===== config.mk =====
export PLATFORM = sky130hd
export DESIGN_NAME = fmu_regbank
export DESIGN_NICKNAME = d
export VERILOG_FILES = /design/src/rtl/fmu_pkg.sv /design/src/rtl/fmu_key_gate.sv /design/src/rtl/fmu_busy_timer.sv /design/src/rtl/fmu_mech_array.sv /design/src/rtl/fmu_regbank.sv
export SDC_FILE = /design/constraint.sdc
export NUM_CORES = 1
export LEC_CHECK = 0
export ABC_AREA = 0
export BUFFER_PORTS_ARGS = -buffer_cell sky130_fd_sc_hd__buf_4
export CAP_MARGIN = 20
export CORE_MARGIN = 4
export CORE_UTILIZATION = 60
export DETAILED_ROUTE_END_ITERATION = 10
export PLACE_DENSITY = 0.8
export SLEW_MARGIN = 20
export SYNTH_ARGS = -nofsm -noshare
export SYNTH_HDL_FRONTEND = slang
export SYNTH_SLANG_ARGS = --single-unit
export TNS_END_PERCENT = 20

===== constraint.sdc =====
create_clock -name clk -period 3.9 [get_ports clk]
set_clock_uncertainty 0.15 [all_clocks]
set_input_delay 0.585 -clock clk [delete_from_list [all_inputs] [get_ports clk]]
set_output_delay 0.585 -clock clk [all_outputs]
set_load 0.02 [all_outputs]

===== src/rtl/fmu_pkg.sv =====
package fmu_pkg;
  localparam int ADDR_W = 12;
  localparam int DATA_W = 32;
  localparam logic [DATA_W-1:0] UNLOCK_WORD = 32'h0000_00BE;

  // fixed register addresses outside the record region
  localparam logic [ADDR_W-1:0] A_GRP_LO  = 12'h800;
  localparam logic [ADDR_W-1:0] A_GRP_HI  = 12'h804;
  localparam logic [ADDR_W-1:0] A_PCTL    = 12'h840;
  localparam logic [ADDR_W-1:0] A_PNOW    = 12'h844;
  localparam logic [ADDR_W-1:0] A_PMSK_LO = 12'h848;
  localparam logic [ADDR_W-1:0] A_PMSK_HI = 12'h84C;
  localparam logic [ADDR_W-1:0] A_STAT    = 12'h850;
  localparam logic [ADDR_W-1:0] A_NREC    = 12'h854;
  localparam logic [ADDR_W-1:0] A_KEY     = 12'h858;
  localparam logic [ADDR_W-1:0] A_MCLR    = 12'h860;
  localparam logic [ADDR_W-1:0] A_INJ     = 12'h864;

  // word offsets inside one 64-byte record
  localparam logic [5:0] O_FEAT_LO = 6'h00;
  localparam logic [5:0] O_FEAT_HI = 6'h04;
  localparam logic [5:0] O_CTL_LO  = 6'h08;
  localparam logic [5:0] O_CTL_HI  = 6'h0C;
  localparam logic [5:0] O_ST_LO   = 6'h10;
  localparam logic [5:0] O_ST_HI   = 6'h14;

  localparam int INJ_BIT = 30;

  // block identifier layout
  localparam int BLK_DIST  = 0;
  localparam int BLK_COL   = 1;
  localparam int BLK_WAKE  = 2;
  localparam int BLK_ITS0  = 3;
  localparam int N_ITS     = 8;
  localparam int BLK_PPI0  = BLK_ITS0 + N_ITS;
  localparam int N_PPI     = 32;
  localparam int N_BLK     = BLK_PPI0 + N_PPI;

  function automatic int blk_count(input int b, input int nd, input int nc,
                                   input int nw, input int ni, input int np);
    if (b == BLK_DIST)           return nd;
    else if (b == BLK_COL)       return nc;
    else if (b == BLK_WAKE)      return nw;
    else if (b < BLK_PPI0)       return ni;
    else if (b < N_BLK)          return np;
    else                         return 0;
  endfunction

  function automatic int blk_base(input int b, input int nd, input int nc,
                                  input int nw, input int ni, input int np);
    int acc;
    acc = 0;
    for (int k = 0; k < b; k++) acc += blk_count(k, nd, nc, nw, ni, np);
    return acc;
  endfunction
endpackage


===== src/rtl/fmu_key_gate.sv =====
module fmu_key_gate (
  input  logic clk,
  input  logic rst_n,
  input  logic acc,
  input  logic key_load,
  output logic armed
);
  logic armed_q;

  // any completed transfer re-evaluates the key: only a good key write arms it
  always_ff @(posedge clk or negedge rst_n) begin
    if (!rst_n)   armed_q <= 1'b0;
    else if (acc) armed_q <= key_load;
  end

  assign armed = armed_q;
endmodule


===== src/rtl/fmu_busy_timer.sv =====
module fmu_busy_timer #(
  parameter int BUSY_CYC = 8,
  localparam int CW = $clog2(BUSY_CYC + 1)
) (
  input  logic clk,
  input  logic rst_n,
  input  logic start,
  output logic ready
);
  logic [CW-1:0] cnt_q;

  always_ff @(posedge clk or negedge rst_n) begin
    if (!rst_n)              cnt_q <= '0;
    else if (start)          cnt_q <= CW'(BUSY_CYC);
    else if (cnt_q != '0)    cnt_q <= cnt_q - 1'b1;
  end

  assign ready = (cnt_q == '0);
endmodule


===== src/rtl/fmu_mech_array.sv =====
module fmu_mech_array
  import fmu_pkg::*;
#(
  parameter int SM_DIST = 4,
  parameter int SM_COL  = 2,
  parameter int SM_WAKE = 2,
  parameter int SM_ITS  = 3,
  parameter int SM_PPI  = 2,
  localparam int MW = SM_DIST + SM_COL + SM_WAKE + N_ITS*SM_ITS + N_PPI*SM_PPI
) (
  input  logic          clk,
  input  logic          rst_n,
  input  logic          clr,
  input  logic [7:0]    blk_id,
  input  logic [7:0]    mech_id,
  output logic [MW-1:0] en
);
  for (genvar b = 0; b < N_BLK; b++) begin : g_blk
    localparam int BASE = blk_base(b, SM_DIST, SM_COL, SM_WAKE, SM_ITS, SM_PPI);
    localparam int CNT  = blk_count(b, SM_DIST, SM_COL, SM_WAKE, SM_ITS, SM_PPI);
    logic blk_hit;
    assign blk_hit = clr && (blk_id == 8'(b));
    for (genvar m = 0; m < CNT; m++) begin : g_mech
      logic bit_q;
      always_ff @(posedge clk or negedge rst_n) begin
        if (!rst_n)                             bit_q <= 1'b1;
        else if (blk_hit && mech_id == 8'(m))   bit_q <= 1'b0;
      end
      assign en[BASE+m] = bit_q;
    end
  end
endmodule


===== src/rtl/fmu_regbank.sv =====
module fmu_regbank
  import fmu_pkg::*;
#(
  parameter int          N_REC     = 2,
  parameter int          BUSY_CYC  = 8,
  parameter logic [31:0] FEAT_WORD = 32'h0000_0A41,
  parameter int          SM_DIST   = 4,
  parameter int          SM_COL    = 2,
  parameter int          SM_WAKE   = 2,
  parameter int          SM_ITS    = 3,
  parameter int          SM_PPI    = 2,
  localparam int MECH_W = SM_DIST + SM_COL + SM_WAKE + N_ITS*SM_ITS + N_PPI*SM_PPI
) (
  input  logic              clk,
  input  logic              rst_n,
  input  logic              psel,
  input  logic              penable,
  input  logic              pwrite,
  input  logic [11:0]       paddr,
  input  logic [31:0]       pwdata,
  output logic [31:0]       prdata,
  output logic [MECH_W-1:0] mech_en
);
  localparam logic [5:0] NREC6 = 6'(N_REC);

  // ---------------- decode ----------------
  logic       acc, wr;
  logic       in_rec, rec_ok, is_key, is_st_off, is_cmd;
  logic [4:0] rec_idx;
  logic [5:0] rec_off;

  assign acc       = psel & penable;
  assign wr        = acc & pwrite;
  assign in_rec    = ~paddr[11];
  assign rec_idx   = paddr[10:6];
  assign rec_off   = paddr[5:0];
  assign rec_ok    = in_rec && ({1'b0, rec_idx} < NREC6);
  assign is_key    = (paddr == A_KEY);
  assign is_st_off = (rec_off == O_ST_LO) || (rec_off == O_ST_HI);
  assign is_cmd    = (rec_ok && is_st_off) || (paddr == A_PNOW) ||
                     (paddr == A_MCLR) || (paddr == A_INJ);

  // ---------------- key and busy ----------------
  logic key_armed, ready;
  logic prot, cmd_ok, plain_ok;

  fmu_key_gate u_key (
    .clk      (clk),
    .rst_n    (rst_n),
    .acc      (acc),
    .key_load (wr && is_key && (pwdata == UNLOCK_WORD)),
    .armed    (key_armed)
  );

  assign prot     = wr && key_armed && !is_key;
  assign cmd_ok   = prot && is_cmd && ready;
  assign plain_ok = prot && !is_cmd;

  fmu_busy_timer #(.BUSY_CYC(BUSY_CYC)) u_busy (
    .clk   (clk),
    .rst_n (rst_n),
    .start (cmd_ok),
    .ready (ready)
  );

  // ---------------- mechanism enables ----------------
  fmu_mech_array #(
    .SM_DIST(SM_DIST), .SM_COL(SM_COL), .SM_WAKE(SM_WAKE),
    .SM_ITS(SM_ITS), .SM_PPI(SM_PPI)
  ) u_mech (
    .clk     (clk),
    .rst_n   (rst_n),
    .clr     (cmd_ok && (paddr == A_MCLR)),
    .blk_id  (pwdata[15:8]),
    .mech_id (pwdata[7:0]),
    .en      (mech_en)
  );

  // ---------------- error records ----------------
  logic [31:0]      rec_rd [N_REC];
  logic [N_REC-1:0] rec_flag;

  for (genvar r = 0; r < N_REC; r++) begin : g_rec
    logic [31:0] ctl_lo, ctl_hi, st_lo, st_hi, rd_w;
    logic        hit, inj_hit;

    assign hit     = rec_ok && (rec_idx == 5'(r));
    assign inj_hit = cmd_ok && (paddr == A_INJ) && (pwdata[7:0] == 8'(r));

    always_ff @(posedge clk or negedge rst_n) begin
      if (!rst_n) begin
        ctl_lo <= '0;
        ctl_hi <= '0;
      end else if (plain_ok && hit) begin
        if (rec_off == O_CTL_LO) ctl_lo <= pwdata;
        if (rec_off == O_CTL_HI) ctl_hi <= pwdata;
      end
    end

    always_ff @(posedge clk or negedge rst_n) begin
      if (!rst_n) begin
        st_lo <= '0;
        st_hi <= '0;
      end else begin
        if (cmd_ok && hit && rec_off == O_ST_LO) st_lo <= st_lo & ~pwdata;
        else if (inj_hit)                        st_lo[INJ_BIT] <= 1'b1;
        if (cmd_ok && hit && rec_off == O_ST_HI) st_hi <= st_hi & ~pwdata;
      end
    end

    always_comb begin
      case (rec_off)
        O_FEAT_LO: rd_w = FEAT_WORD;
        O_FEAT_HI: rd_w = 32'(r);
        O_CTL_LO:  rd_w = ctl_lo;
        O_CTL_HI:  rd_w = ctl_hi;
        O_ST_LO:   rd_w = st_lo;
        O_ST_HI:   rd_w = st_hi;
        default:   rd_w = '0;
      endcase
    end

    assign rec_rd[r]   = rd_w;
    assign rec_flag[r] = |{st_hi, st_lo};
  end

  // ---------------- ping registers ----------------
  logic [31:0] ping_ctl, pmsk_lo, pmsk_hi, grp_lo;

  always_ff @(posedge clk or negedge rst_n) begin
    if (!rst_n) begin
      ping_ctl <= '0;
      pmsk_lo  <= '0;
      pmsk_hi  <= '0;
    end else if (plain_ok) begin
      if (paddr == A_PCTL)    ping_ctl <= pwdata;
      if (paddr == A_PMSK_LO) pmsk_lo  <= pwdata;
      if (paddr == A_PMSK_HI) pmsk_hi  <= pwdata;
    end
  end

  always_comb begin
    grp_lo = '0;
    for (int r = 0; r < N_REC; r++) grp_lo[r] = rec_flag[r];
  end

  // ---------------- read mux ----------------
  always_comb begin
    prdata = '0;
    if (psel && !pwrite) begin
      if (in_rec) begin
        for (int r = 0; r < N_REC; r++)
          if (rec_ok && rec_idx == 5'(r)) prdata = rec_rd[r];
      end else begin
        case (paddr)
          A_GRP_LO:  prdata = grp_lo;
          A_PCTL:    prdata = ping_ctl;
          A_PMSK_LO: prdata = pmsk_lo;
          A_PMSK_HI: prdata = pmsk_hi;
          A_STAT:    prdata = {31'b0, ready};
          A_NREC:    prdata = 32'(N_REC);
          default:   prdata = '0;
        endcase
      end
    end
  end
endmodule


======== Yosys cells after proc, flatten, opt, wreduce, memory -nomap -nowiden ========
Cells that the tools add are included.
operators by class
  add/sub/neg operators ................... 1
  $lt $le $gt $ge ......................... 1
  equality and inequality tests ........... 62
  multiplexer cells ....................... 13
  bitwise operators ....................... 8
  reductions and logical operators ........ 188
operators by type and width
  cell                                                               count
  32-bit one-hot mux with 6 select lines                             2
  1-bit logical AND                                                  163
  32-bit one-hot mux with 5 select lines                             1
  32-bit AND                                                         4
  8-bit by 5-bit == test with 1-bit output (second input constant)   16
  32-bit two-way mux                                                 4
  64-bit OR reduction                                                2
  12-bit == test (second input constant)                             10
  8-bit by 6-bit == test with 1-bit output (second input constant)   11
  8-bit by 4-bit == test with 1-bit output (second input constant)   8
  32-bit by 8-bit == test with 1-bit output (second input constant)  1
  8-bit by 2-bit == test with 1-bit output (second input constant)   4
  8-bit by 3-bit == test with 1-bit output (second input constant)   4
  32-bit inverter                                                    1
  8-bit by 1-bit == test with 1-bit output (second input constant)   2
  8-bit logical NOT                                                  2
  2-bit AND reduction                                                7
  6-bit by 4-bit == test with 1-bit output (second input constant)   2
  6-bit by 5-bit == test with 1-bit output (second input constant)   2
  4-bit two-way mux                                                  2
  6-bit by 3-bit == test with 1-bit output (second input constant)   1
  6-bit logical NOT                                                  1
  2-bit nonzero test                                                 3
  5-bit by 1-bit == test with 1-bit output (second input constant)   1
  10 further kinds                                                   19
storage, ports and cells
  register bits ........................... 453
  input port bits ......................... 49
  output and inout bits ................... 128
  word-level logic and storage cells ...... 384

======== Longest topological paths before layout ========
  depth after elaboration ................. 12
  depth in mapped cells ................... 10
  depth with buffers taken out ............ 7

======== Hierarchy ========
Synthesis repeated with hierarchy kept, for this count alone.
second synthesis, totals
  cells, all modules ...................... 1664
  area, all modules ....................... 20942.6 µm²
modules (own cells, without submodules)
  module          instances  cells an instance  area each (µm²)  sequential area each (µm²)
  fmu_regbank     1          1255               16030.4          8808.4
  fmu_mech_array  1          386                4653.2           2522.4
  fmu_busy_timer  1          21                 219.0            100.1
  fmu_key_gate    1          2                  40.0             25.0

======== Worst setup path before layout ========
Ideal clock, no wire load.
  path type ............................... input to output
  from .................................... input paddr[1]
  to ...................................... output prdata[18]
  arrival ................................. 2666 ps
  data required time ...................... 3165 ps
  path slack .............................. 499 ps
  stages on the path ...................... 8
  buffers on the path ..................... 3
  cell sequence ........................... buf_6 > or4_4 > or4_4 > buf_6 > nor3_4 > buf_6 > a22o_2 > o22a_1
between the ends
  longest elaborated chain between the ends .. 6
  elaborated cells on any way between the ends .. 19
  those cells by class .................... eq/ne: 11; mux: 7; reduce/logical: 1
RTL lines
  item                                                              line                source
  from (decl)                                                       fmu_regbank.sv:19   input logic [11:0] paddr,
  6-bit by 5-bit == test with 1-bit output (tied with other cells)  fmu_regbank.sv:112  case (rec_off)
  32-bit one-hot mux with 5 select lines                            fmu_regbank.sv:112
  32-bit two-way mux (2 in a row)                                   fmu_regbank.sv:153  if (rec_ok && rec_idx == 5'(r)) prdata = rec_rd[r];
  32-bit two-way mux (*)                                            fmu_regbank.sv:151  if (in_rec) begin
  32-bit two-way mux (*)                                            fmu_regbank.sv:150  if (psel && !pwrite) begin
  to (decl)                                                         fmu_regbank.sv:21   output logic [31:0] prdata,
Every way passes the cells marked *; elsewhere a longest branch is shown, timed or not.

======== Worst setup path after layout ========
  from .................................... register u_busy.cnt_q[0]
  to ...................................... output prdata[0]
between the ends
  longest elaborated chain between the ends .. 4
RTL lines
  item                                    line                  source
  from (decl)                             fmu_busy_timer.sv:10  logic [CW-1:0] cnt_q;
  from (signal assigned)                  fmu_busy_timer.sv:14  else if (start) cnt_q <= CW'(BUSY_CYC);
  from (signal assigned)                  fmu_busy_timer.sv:15  else if (cnt_q != '0) cnt_q <= cnt_q - 1'b1;
  4-bit logical NOT                       fmu_busy_timer.sv:18  assign ready = (cnt_q == '0);
  32-bit one-hot mux with 6 select lines  fmu_regbank.sv:155    case (paddr)
  32-bit two-way mux                      fmu_regbank.sv:151
  32-bit two-way mux                      fmu_regbank.sv:150
No other way between the ends.

==> impl_metrics.py <==
metrics = {
    "placed_design": {
        "place_area_um2": 22380,
        "numPortBuffers": 176,
        "dp.cells": 2195,
        "hpwl_um": 37720,
        "place_congestion": 0.9530,
    },
    "synthesis": {
        "synth_cell_types": 67,
        "avgSynthCellArea_um2": 12.11,
        "synth_top_family_by_area": "compound AO/OA/AOI/OAI gates",
        "syn_inst": 1745,
        "synth_mux_area_frac": 0.1552,
        "yosysSeqAreaShare": 0.5420,
        "ys_dominant_reg_cell": "dfrtp_1",
        "yosys.area.top_type": "dfrtp_1",
        "yosysTopAreaCellShare": 0.4227,
        "synth-seq-cells": 453,
        "synth-edff-count": 0,
        "synth_xor_xnor_area_share": 0.0004144,
        "synth-adder-area-share": 0.001184,
        "synth_compound_area_frac": 0.1618,
        "synth_fp_nets": 1796,
        "synth-simple-area-share": 0.07240,
        "syn-cell-area_um2": 21140,
        "yosys-top-cells-area": "dfrtp_1, mux2_2, dfstp_2",
        "synthArstFlopShare": 1.000,
        "synth_warnings": 0,
    },
    "critical_path": {
        "critPathKind": "flop to output port",
        "cp.required_ns": 3.16,
        "start_kind": "flop",
        "r2r_end": "u_mech.g_blk[7].g_mech[1].bit_q",
        "rr_worst_depth": 7,
        "arrival_ns": 2.93,
        "worst_setup_path_end_kind": "output port",
        "critPathMaxFanout": 4,
        "r2r_start": "u_busy.cnt_q[0]",
        "rrSetupSlack_ns": 0.94,
    },
    "timing": {
        "tns_ns": 0,
        "post-route-min-period_ns": 3.662,
        "fin_crit_sh": 0.9389,
        "max_freq_ghz": 0.2731,
        "drv_slew": 0,
        "relSlewSlack": 0.3865,
        "setup-violations-final": 0,
        "rsz0062_at_grt": "no",
        "tightestPinTransition_ns": 0.9202,
        "hold_viol_final": 0,
        "whs_ns": 0.1750,
    },
    "clock_network": {
        "cts_buffers": 46,
        "clock_tree.buffer_depth": 3,
        "cts.sinks": 453,
        "clk_pin_slew_ns": 0.06,
        "cts.htree.levels": 2,
        "cts_tree": "yes",
        "clock_latency_ns": 0.55,
        "clock-root-buffer": "clkbuf_16",
        "post-cts-setup-buffers": 0,
    },
    "floorplanning": {
        "die-area_um2": 38290,
        "die_w_um": 195.7,
        "rows": 68,
        "core_area_um2": 34630,
        "die_y_um": 195.7,
        "ios": 177,
        "initial_core_util": 0.6103,
    },
    "final_layout": {
        "fill_cells": 2380,
        "final_util": 0.6899,
        "multiInputGateArea_um2": 8308,
        "syn_to_final_growth_pct": 13.03,
        "final_common_cell": "dfrtp_1",
        "final_area_um2": 23890,
        "final_cell_mix": "dfrtp_1, mux2_2, buf_4",
        "regArea_um2": 11460,
        "diodes": 0,
        "drive_above_1_share": 0.3931,
        "finalNetCount": 1840,
        "stdcell_count": 2279,
    },
    "grt": {
        "grt_pass1_wl_um": 90610,
        "grt_antenna_before_repair": 1,
        "grt-ovfl-total": 0,
        "track_usage": 0.2995,
        "grt_max_degree": 116,
        "grt_pass1_vias": 15650,
    },
    "routing": {
        "vias": 15050,
        "wl_um": 58290,
        "first_iter_violations": 1339,
        "drc": 0,
        "via_per_inst": 6.605,
        "firstDrtPassIters": 6,
        "wl_per_cell_um": 25.58,
        "detail-route-antenna-nets": 0,
    },
    "pwr": {
        "p_leak_uw": 0.01107,
        "power_density_nw_per_um2": 396.9,
        "peakVddDrop_mv": 0.2870,
    },
    "worst_hold_path": {
        "hold_path.class": "input pin to flop",
        "worstHoldStart": "pwdata[24]",
        "holdPathEnd": "g_rec[1].st_hi[24]",
        "worstHoldPathCells": 2,
    },
    "outcome": {
        "status": "complete, no violations",
    },
    "run": {
        "drv_cap": 0,
    },
}
-- cell families (layout without fill, tap and decap cells) --
family	after synthesis	after routing
fa+ha+maj	2	2
compound gates	459	459
xor+xnor	1	1
buf+inv	248	327
flops	453	453
simple gates	290	290
mux	292	292
-- repair_timing --
action | in CTS | in global routing
hold buffers | 1 | 0
setup endpoints to repair | 0 | 1
endpoints found under the hold margin | 2 | 0
gates resized for setup | 0 | 1
-- per-stage QoR --
step	setup WS (ns)	power [uW]
after floorplan	0.4990	4949
after global placement	0.3195	5199
after detailed placement	0.2948	5206
after CTS	0.1015	9513
after global routing	0.1193	9772
final	0.2384	9482
-- area by class of cell --
type,count,share of cell area
Inverter,9,0.001414
Tap cell,455,0.02383
Sequential cell,453,0.4795
Clock buffer,78,0.06149
Multi-Input combinational cell,1044,0.3478
Clock inverter,5,0.001205
Timing Repair Buffer,235,0.08474
-- worst max path at each step --
stage	start	endpoint	slack, ns	cells past startpoint
floorplan	paddr[1]	prdata[18]	0.50	8
global placement	paddr[5]	prdata[23]	0.32	8
detailed placement	paddr[5]	prdata[23]	0.29	8
CTS	u_busy.cnt_q[0]	prdata[0]	0.10	9
global route	u_busy.cnt_q[0]	prdata[0]	0.12	9
finish	u_busy.cnt_q[0]	prdata[0]	0.24	9
-- synthesized netlist by cell type (3+ instances only) --
master and number:
o22a_2 3, o31a_1 8, nor4b_1 4, dfstp_2 96, buf_6 12, a222oi_1 22, a22oi_1 34, mux2_1 14
nor3_1 12, nor4_1 47, mux2i_1 7, a22o_1 12, dfrtp_1 357, nand4_1 22, a31oi_1 17, and3_1 9
nand3_1 13, o21ai_0 25, o22a_1 19, or3_1 3, a21oi_1 63, buf_1 4, a22o_2 15, nand2_1 108
clkbuf_1 101, and4_1 5, or2_2 3, o32a_2 9, nor2_1 27, buf_2 25, nand2b_1 7, a21boi_0 160
and2_1 6, mux2_2 271, or4_1 3, buf_4 97, inv_1 9, nor2b_1 7, o21a_1 53
-- worst max-delay path: stages, from the launching register on --
cell	delay, ns
dfrtp_1	0.41
inv_1	0.11
ha_1	0.22
nor3b_2	0.29
buf_4	0.19
mux2i_1	0.06
or4_1	0.49
a21oi_1	0.17
o22a_1	0.26
buf_4	0.18
-- metal layers --
layer / global-route usage / vias to the layer above / share of wire
li1: - / 6396 / -
met1: 0.4062 / 7710 / 0.40
met2: 0.4663 / 788 / 0.46
met3: 0.07488 / 157 / 0.097
met4: 0.1249 / 2 / 0.042
met5: 0 / - / 0.00019
-- power by group --
part | internal [uW] | switching (uW)
logic | 113 | 310
clock network | 2560 | 1800
registers | 4710 | 0.000000000256
total | 7370 | 2110
-- sequential cells by signal, summed over array words and instances (netlist names), 4 cells and up --
name                       cells
pmsk_hi                       32
g_rec.st_hi                   64
ping_ctl                      32
u_mech.g_blk.g_mech.bit_q     96
u_busy.cnt_q                   4
g_rec.st_lo                   64
pmsk_lo                       32
g_rec.ctl_hi                  64
g_rec.ctl_lo                  64
(Power assumes the default switching activity.)
